===== config.mk =====
export PLATFORM = sky130hd
export DESIGN_NAME = txr_ring_poller
export DESIGN_NICKNAME = d
export VERILOG_FILES = /design/src/rtl/txr_pkg.sv /design/src/rtl/txr_desc_ram.sv /design/src/rtl/txr_active_ctl.sv /design/src/rtl/txr_byte_streamer.sv /design/src/rtl/txr_ring_poller.sv
export SDC_FILE = /design/constraint.sdc
export NUM_CORES = 2
export LEC_CHECK = 0
export ABC_CLOCK_PERIOD_IN_PS = 4200
export BUFFER_PORTS_ARGS = -buffer_cell sky130_fd_sc_hd__buf_4
export CAP_MARGIN = 30
export CORE_MARGIN = 3
export CORE_UTILIZATION = 56
export CTS_CLUSTER_DIAMETER = 60
export DETAILED_ROUTE_END_ITERATION = 7
export PLACE_DENSITY = 0.74
export SLEW_MARGIN = 40
export SYNTH_ARGS = -nofsm -noshare
export SYNTH_HDL_FRONTEND = slang
export SYNTH_SLANG_ARGS = --single-unit

===== constraint.sdc =====
create_clock -name clk -period 4.2 [get_ports clk]
set_input_delay 0.63 -clock clk [delete_from_list [all_inputs] [get_ports clk]]
set_output_delay 0.63 -clock clk [all_outputs]
set_load 0.02 [all_outputs]

===== src/rtl/txr_pkg.sv =====
package txr_pkg;

  localparam int DESC_W = 64;

  // Ring entry, most significant field first
  typedef struct packed {
    logic [31:0] base;
    logic [12:0] spare;
    logic        eof;
    logic        wrap;
    logic        ready;
    logic [15:0] len;
  } txd_t;

  typedef enum logic [2:0] {
    ST_IDLE,
    ST_FETCH,
    ST_CHECK,
    ST_STREAM,
    ST_WBACK
  } txr_state_e;

  // Entry handed back to software
  function automatic txd_t txd_retire(txd_t d);
    txd_t r;
    r       = d;
    r.ready = 1'b0;
    return r;
  endfunction

  // Byte address within a buffer
  function automatic logic [31:0] txd_byte_addr(logic [31:0] base, logic [15:0] off);
    return base + 32'(off);
  endfunction

  // True when the offset names the final byte of the buffer
  function automatic logic txd_final_byte(logic [15:0] off, logic [15:0] len);
    return (off == (len - 16'd1));
  endfunction

endpackage


===== src/rtl/txr_desc_ram.sv =====
module txr_desc_ram #(
  parameter int DEPTH = 8,
  parameter int IW    = 3
) (
  input  logic                        clk,
  input  logic                        rst_n,
  input  logic                        host_we,
  input  logic [IW-1:0]               host_widx,
  input  logic [txr_pkg::DESC_W-1:0]  host_wdata,
  input  logic [IW-1:0]               host_ridx,
  output logic [txr_pkg::DESC_W-1:0]  host_rdata,
  input  logic                        eng_re,
  input  logic [IW-1:0]               eng_ridx,
  output logic [txr_pkg::DESC_W-1:0]  eng_rdata,
  input  logic                        eng_we,
  input  logic [IW-1:0]               eng_widx,
  input  logic [txr_pkg::DESC_W-1:0]  eng_wdata
);

  logic [txr_pkg::DESC_W-1:0] mem [DEPTH];

  // Host write is applied last so software re-arming an entry wins a collision
  always_ff @(posedge clk) begin
    if (!rst_n) begin
      for (int i = 0; i < DEPTH; i++) mem[i] <= '0;
    end else begin
      if (eng_we)  mem[eng_widx]  <= eng_wdata;
      if (host_we) mem[host_widx] <= host_wdata;
    end
  end

  always_ff @(posedge clk) begin
    if (!rst_n)      eng_rdata <= '0;
    else if (eng_re) eng_rdata <= mem[eng_ridx];
  end

  assign host_rdata = mem[host_ridx];

endmodule


===== src/rtl/txr_active_ctl.sv =====
module txr_active_ctl (
  input  logic clk,
  input  logic rst_n,
  input  logic kick,
  input  logic stop,
  output logic active,
  output logic start
);

  // Only a 0-to-1 change of the bit starts polling
  assign start = kick & ~active;

  always_ff @(posedge clk) begin
    if (!rst_n)     active <= 1'b0;
    else if (start) active <= 1'b1;
    else if (stop)  active <= 1'b0;
  end

endmodule


===== src/rtl/txr_byte_streamer.sv =====
module txr_byte_streamer (
  input  logic        clk,
  input  logic        rst_n,
  input  logic        load,
  input  logic        run,
  input  logic [31:0] base,
  input  logic [15:0] len,
  input  logic        fifo_full,
  output logic [31:0] addr,
  output logic        push,
  output logic        done
);
  import txr_pkg::*;

  logic [15:0] off;

  assign push = run & ~fifo_full;
  assign done = push & txd_final_byte(off, len);
  assign addr = txd_byte_addr(base, off);

  always_ff @(posedge clk) begin
    if (!rst_n)     off <= '0;
    else if (load)  off <= '0;
    else if (push)  off <= off + 16'd1;
  end

endmodule


===== src/rtl/txr_ring_poller.sv =====
module txr_ring_poller #(
  parameter  int DEPTH = 8,
  localparam int IW    = (DEPTH > 1) ? $clog2(DEPTH) : 1
) (
  input  logic          clk,
  input  logic          rst_n,
  input  logic          kick,
  input  logic          desc_wr_en,
  input  logic [IW-1:0] desc_wr_idx,
  input  logic [63:0]   desc_wr_data,
  input  logic [IW-1:0] desc_rd_idx,
  output logic [63:0]   desc_rd_data,
  output logic          active,
  output logic          poll_req,
  output logic [IW-1:0] poll_idx,
  output logic [31:0]   buf_addr,
  input  logic [7:0]    buf_data,
  input  logic          fifo_full,
  output logic          fifo_push,
  output logic [7:0]    fifo_data,
  output logic          fifo_last,
  output logic          underrun
);
  import txr_pkg::*;

  localparam logic [IW-1:0] LAST_IDX = IW'(DEPTH - 1);

  // Successor index on the ring
  function automatic logic [IW-1:0] ring_next(logic [IW-1:0] idx, logic wrap);
    return (wrap || idx == LAST_IDX) ? '0 : idx + 1'b1;
  endfunction

  txr_state_e    state;
  logic [IW-1:0] cur_idx;
  txd_t          cur_d;
  logic          retry_q;
  logic          in_frame;
  logic          skip_q;
  logic [IW-1:0] skip_cnt;

  logic [DESC_W-1:0] eng_rdata;
  txd_t              rd_d;
  logic              start;

  // Named internal events
  logic evt_take;
  logic evt_underrun;
  logic evt_retry;
  logic evt_giveup;
  logic evt_skip;
  logic evt_wback;
  logic evt_done;

  assign rd_d         = txd_t'(eng_rdata);
  assign evt_skip     = (state == ST_CHECK) &&  skip_q;
  assign evt_take     = (state == ST_CHECK) && !skip_q &&  rd_d.ready;
  assign evt_underrun = (state == ST_CHECK) && !skip_q && !rd_d.ready &&  in_frame;
  assign evt_retry    = (state == ST_CHECK) && !skip_q && !rd_d.ready && !in_frame && !retry_q;
  assign evt_giveup   = (state == ST_CHECK) && !skip_q && !rd_d.ready && !in_frame &&  retry_q;
  assign evt_wback    = (state == ST_WBACK);

  assign poll_req = (state == ST_FETCH);
  assign poll_idx = cur_idx;
  assign underrun = evt_underrun;

  txr_active_ctl u_active (
    .clk    (clk),
    .rst_n  (rst_n),
    .kick   (kick),
    .stop   (evt_giveup),
    .active (active),
    .start  (start)
  );

  txr_desc_ram #(.DEPTH(DEPTH), .IW(IW)) u_ram (
    .clk        (clk),
    .rst_n      (rst_n),
    .host_we    (desc_wr_en),
    .host_widx  (desc_wr_idx),
    .host_wdata (desc_wr_data),
    .host_ridx  (desc_rd_idx),
    .host_rdata (desc_rd_data),
    .eng_re     (poll_req),
    .eng_ridx   (cur_idx),
    .eng_rdata  (eng_rdata),
    .eng_we     (evt_wback),
    .eng_widx   (cur_idx),
    .eng_wdata  (DESC_W'(txd_retire(cur_d)))
  );

  txr_byte_streamer u_stream (
    .clk       (clk),
    .rst_n     (rst_n),
    .load      (evt_take),
    .run       (state == ST_STREAM),
    .base      (cur_d.base),
    .len       (cur_d.len),
    .fifo_full (fifo_full),
    .addr      (buf_addr),
    .push      (fifo_push),
    .done      (evt_done)
  );

  assign fifo_data = buf_data;
  assign fifo_last = evt_done & cur_d.eof;

  always_ff @(posedge clk) begin
    if (!rst_n) begin
      state    <= ST_IDLE;
      cur_idx  <= '0;
      cur_d    <= '0;
      retry_q  <= 1'b0;
      in_frame <= 1'b0;
      skip_q   <= 1'b0;
      skip_cnt <= '0;
    end else begin
      unique case (state)
        ST_IDLE: begin
          if (start) state <= ST_FETCH;
        end
        ST_FETCH: begin
          state <= ST_CHECK;
        end
        ST_CHECK: begin
          if (evt_skip) begin
            cur_d <= rd_d;
            state <= ST_WBACK;
          end else if (evt_take) begin
            cur_d    <= rd_d;
            retry_q  <= 1'b0;
            in_frame <= 1'b1;
            state    <= (rd_d.len == 16'd0) ? ST_WBACK : ST_STREAM;
          end else if (evt_underrun) begin
            cur_d    <= rd_d;
            in_frame <= 1'b0;
            skip_q   <= 1'b1;
            skip_cnt <= '0;
            state    <= ST_WBACK;
          end else if (evt_retry) begin
            retry_q <= 1'b1;
            state   <= ST_FETCH;
          end else begin
            retry_q <= 1'b0;
            state   <= ST_IDLE;
          end
        end
        ST_STREAM: begin
          if (evt_done) state <= ST_WBACK;
        end
        ST_WBACK: begin
          cur_idx <= ring_next(cur_idx, cur_d.wrap);
          if (skip_q) begin
            skip_cnt <= skip_cnt + 1'b1;
            if (cur_d.eof || skip_cnt == LAST_IDX) skip_q <= 1'b0;
          end else if (cur_d.eof) begin
            in_frame <= 1'b0;
          end
          state <= ST_FETCH;
        end
        default: state <= ST_IDLE;
      endcase
    end
  end

endmodule


==> impl_metrics.py <==
metrics = {
    "timing": {
        "rsz0062_at_grt": "false",
        "period_share_pct": 96.7,
        "hold_viol": 0,
        "hold_ws_ps": 363,
        "worst_pin_slew_ps": 816,
        "clock_skew_ps": 19.0,
        "slew-limit-headroom_pct": 45.6,
        "fmax_mhz": 246,
        "period_needed_ps": 4060,
        "finalSetupTns_ps": 0,
        "drv_slew": 0,
        "setup_violations": 0,
    },
    "final_layout": {
        "syn_to_final_growth_pct": 12.2,
        "fill_cells": 4616,
        "multiInputGateArea_sq_um": 16100,
        "drive_gt1_share_pct": 27.0,
        "layout.nets": 2713,
        "finalNonFillerCells": 3512,
        "seq_area_sq_um": 18500,
        "final_util_pct": 63.7,
    },
    "worst_setup_path": {
        "rr_worst_depth": 6,
        "start_kind": "flop",
        "critical_path.endpoint": "buf_addr[15]",
        "cp.arrival_ps": 3430,
        "path_class": "flop to output pin",
        "rr_startpoint": "state[2]",
        "cp_max_fo": 10,
        "end_kind": "output pin",
        "cp.required_ps": 3570,
        "r2r_slack_ps": 1230,
        "timing.rr.end": "u_ram.mem[2][11]",
        "critPathLaunch": "cur_d[36]",
    },
    "route": {
        "wl_per_cell_um": 32.9,
        "via_count": 26028,
        "vias_per_cell": 7.41,
        "ant_nets": 0,
        "drt_first_iter_violations": 3336,
        "dr.pass1.iters": 6,
        "drc_errors": 0,
        "drt_wl_total_mm": 115,
    },
    "floorplan": {
        "fp.dieW_um": 259,
        "die_y_um": 259,
        "num_rows": 92,
        "start_util_pct": 56.7,
        "die_area_sq_um": 67200,
        "core_area_sq_um": 63300,
        "io_pins": 195,
    },
    "pwr": {
        "p_int_w": 0.0117,
        "p_per_area_nw_per_um2": 379,
        "max-vdd-ir-drop_uv": 239,
        "pwr-share-comb_pct": 9.6,
        "p_clk_share_pct": 40.6,
        "p_sw_share_pct": 23.4,
        "leakagePower_nw": 14.8,
        "power_switching_w": 0.00358,
        "seq_power_share_pct": 49.8,
    },
    "clock_tree": {
        "cts.sinks": 668,
        "cts_root_buffer": "clkbuf_16",
        "numCtsBuffers": 70,
        "path_clk_slew_ps": 60,
        "cts_tree": "done",
        "holdBufCountCts": 0,
        "cts_max_path_buffers": 3,
        "htree_levels": 3,
        "clock_latency_ps": 610,
    },
    "synthesis": {
        "yosysMostFrequentCell": "edfxtp_1",
        "async_reset_ff_share_pct": 0,
        "netlist_instances": 2641,
        "synth_area_leaders": "edfxtp_1 43%, mux4_2 16%, a22o_1 12%, dfxtp_1 8.7%, nand2_1 2.5%",
        "syn-mean-instance-area_sq_um": 13.6,
        "synth_edf_count": 512,
        "netlist_area_sq_um": 35900,
        "netlist.area_leader.share_pct": 42.8,
        "yosys.area.top_type": "edfxtp_1",
        "syn_nets": 2747,
        "yosysSeqAreaShare_pct": 51.5,
        "ys_top_cells_by_count": "512 x edfxtp_1, 504 x a22o_1, 256 x mux4_2",
        "ys.flop_type": "edfxtp_1",
        "yosysWarnings": 0,
        "yosysUniqueCellTypes": 60,
        "synth_seq_cells": 668,
    },
    "place": {
        "dp_cells": 3380,
        "io_buffers": 178,
        "gp_congestion": 0.889,
        "dp_hpwl_mm": 65.3,
    },
    "global_route": {
        "grt_pass1_wl_mm": 169,
        "grt_overflow_total": 0,
        "first_global_vias": 25832,
        "grt_antenna_before_repair": 6,
        "track_usage_pct": 34.1,
        "grt_max_degree": 73,
    },
    "status": {
        "status": "finished, final reports clean",
    },
    "min_path": {
        "worstHoldPathType": "input pin to flop",
    },
    "flow_run": {
        "maxCapViolCount": 0,
    },
}
-- cell families after synthesis --
kind of cell	after synthesis	share of synthesized area, %
mux	389	20.0
fa+ha+maj	23	0.822
simple gates	407	5.16
buf+inv	374	4.02
compound gates	716	16.9
xor+xnor	64	1.56
flops	668	51.5
-- per-stage QoR --
stage	cell area (sq um)	setup WS, ps	total power, W
after global placement	38000	683	0.00914
after detailed placement	38000	658	0.00919
final	40300	140	0.0153
after global routing	40300	15.3	0.0157
after floorplan	35900	425	0.00863
after CTS	40300	26.5	0.0153
-- final cells by class --
type                       instances  share of cell area [%]
antenna                            5                  0.0310
multi-input combinational       1599                    40.0
timing repair buffer             258                    5.74
clock buffer                     109                    5.14
inverter                          10                  0.0931
sequential                       668                    45.9
clock inverter                    17                   0.472
tap                              846                    2.63
-- power by group through the flow --
stage | logic [W] | clock network, W | registers (W)
detailed placement | 0.00145 | 0 | 0.00774
global placement | 0.00143 | 0 | 0.00772
floorplan | 0.000948 | 0 | 0.00768
CTS | 0.00146 | 0.00623 | 0.00761
global route | 0.00153 | 0.00650 | 0.00764
finish | 0.00147 | 0.00621 | 0.00762
-- cells in the final DEF, fill, tap and decap left out, types with 13 or more instances in the layout --
cell type  instances
a21boi_0          67
a21oi_1           24
a22o_1           504
buf_12            29
buf_4            226
clkbuf_1          26
clkbuf_16         74
dfxtp_1          144
edfxtp_1         512
ha_1              22
mux2_2            64
mux2i_1           69
mux4_2           256
nand2_1          235
nand3_1           13
nor2_1            43
nor2_4            14
nor2b_1           14
o211a_1           64
o21ai_0           16
xnor2_1           32
xor2_1            32
-- worst min-delay path by stage --
stage	end	from	slack, ps	depth (start not counted)
2_1_floorplan	cur_d[17]	u_ram.eng_rdata[17]	440	2
3_3_place_gp	cur_d[19]	u_ram.eng_rdata[19]	450	2
3_5_place_dp	cur_d[41]	u_ram.eng_rdata[41]	460	2
4_1_cts	u_ram.mem[1][16]	desc_wr_data[16]	340	2
5_1_grt	u_ram.mem[1][16]	desc_wr_data[16]	360	2
6_report	u_ram.mem[1][16]	desc_wr_data[16]	360	2
-- state kept, by name (all words and copies together), names as in the netlist --
signal           count
cur_d               63
in_frame             1
poll_idx             3
retry_q              1
skip_cnt             3
skip_q               1
state                3
u_active.active      1
u_ram.eng_rdata     64
u_ram.mem          512
u_stream.off        16
-- repair_timing --
| item | CTS | global route |
|---|---|---|
| endpoints found under the hold margin | 0 | 0 |
| setup endpoints to repair | 0 | 14 |
| buffers inserted | 0 | 1 |
| gates resized for setup | 0 | 11 |
-- worst max-delay path, stage by stage, from the launching register on --
cell	delay (ps)
dfxtp_1	580
ha_1	350
a21oi_1	180
a21oi_1	170
or4b_2	680
a31o_2	270
a21oi_1	160
xnor2_1	220
buf_4	220
-- per-layer routing --
metal	GRT usage [%]	wire length (um)
met2	54.8	55500
met4	15.6	5060
met3	8.02	14500
met1	44.3	40300
met5	0	11
Power figures use the tool's default switching activity.
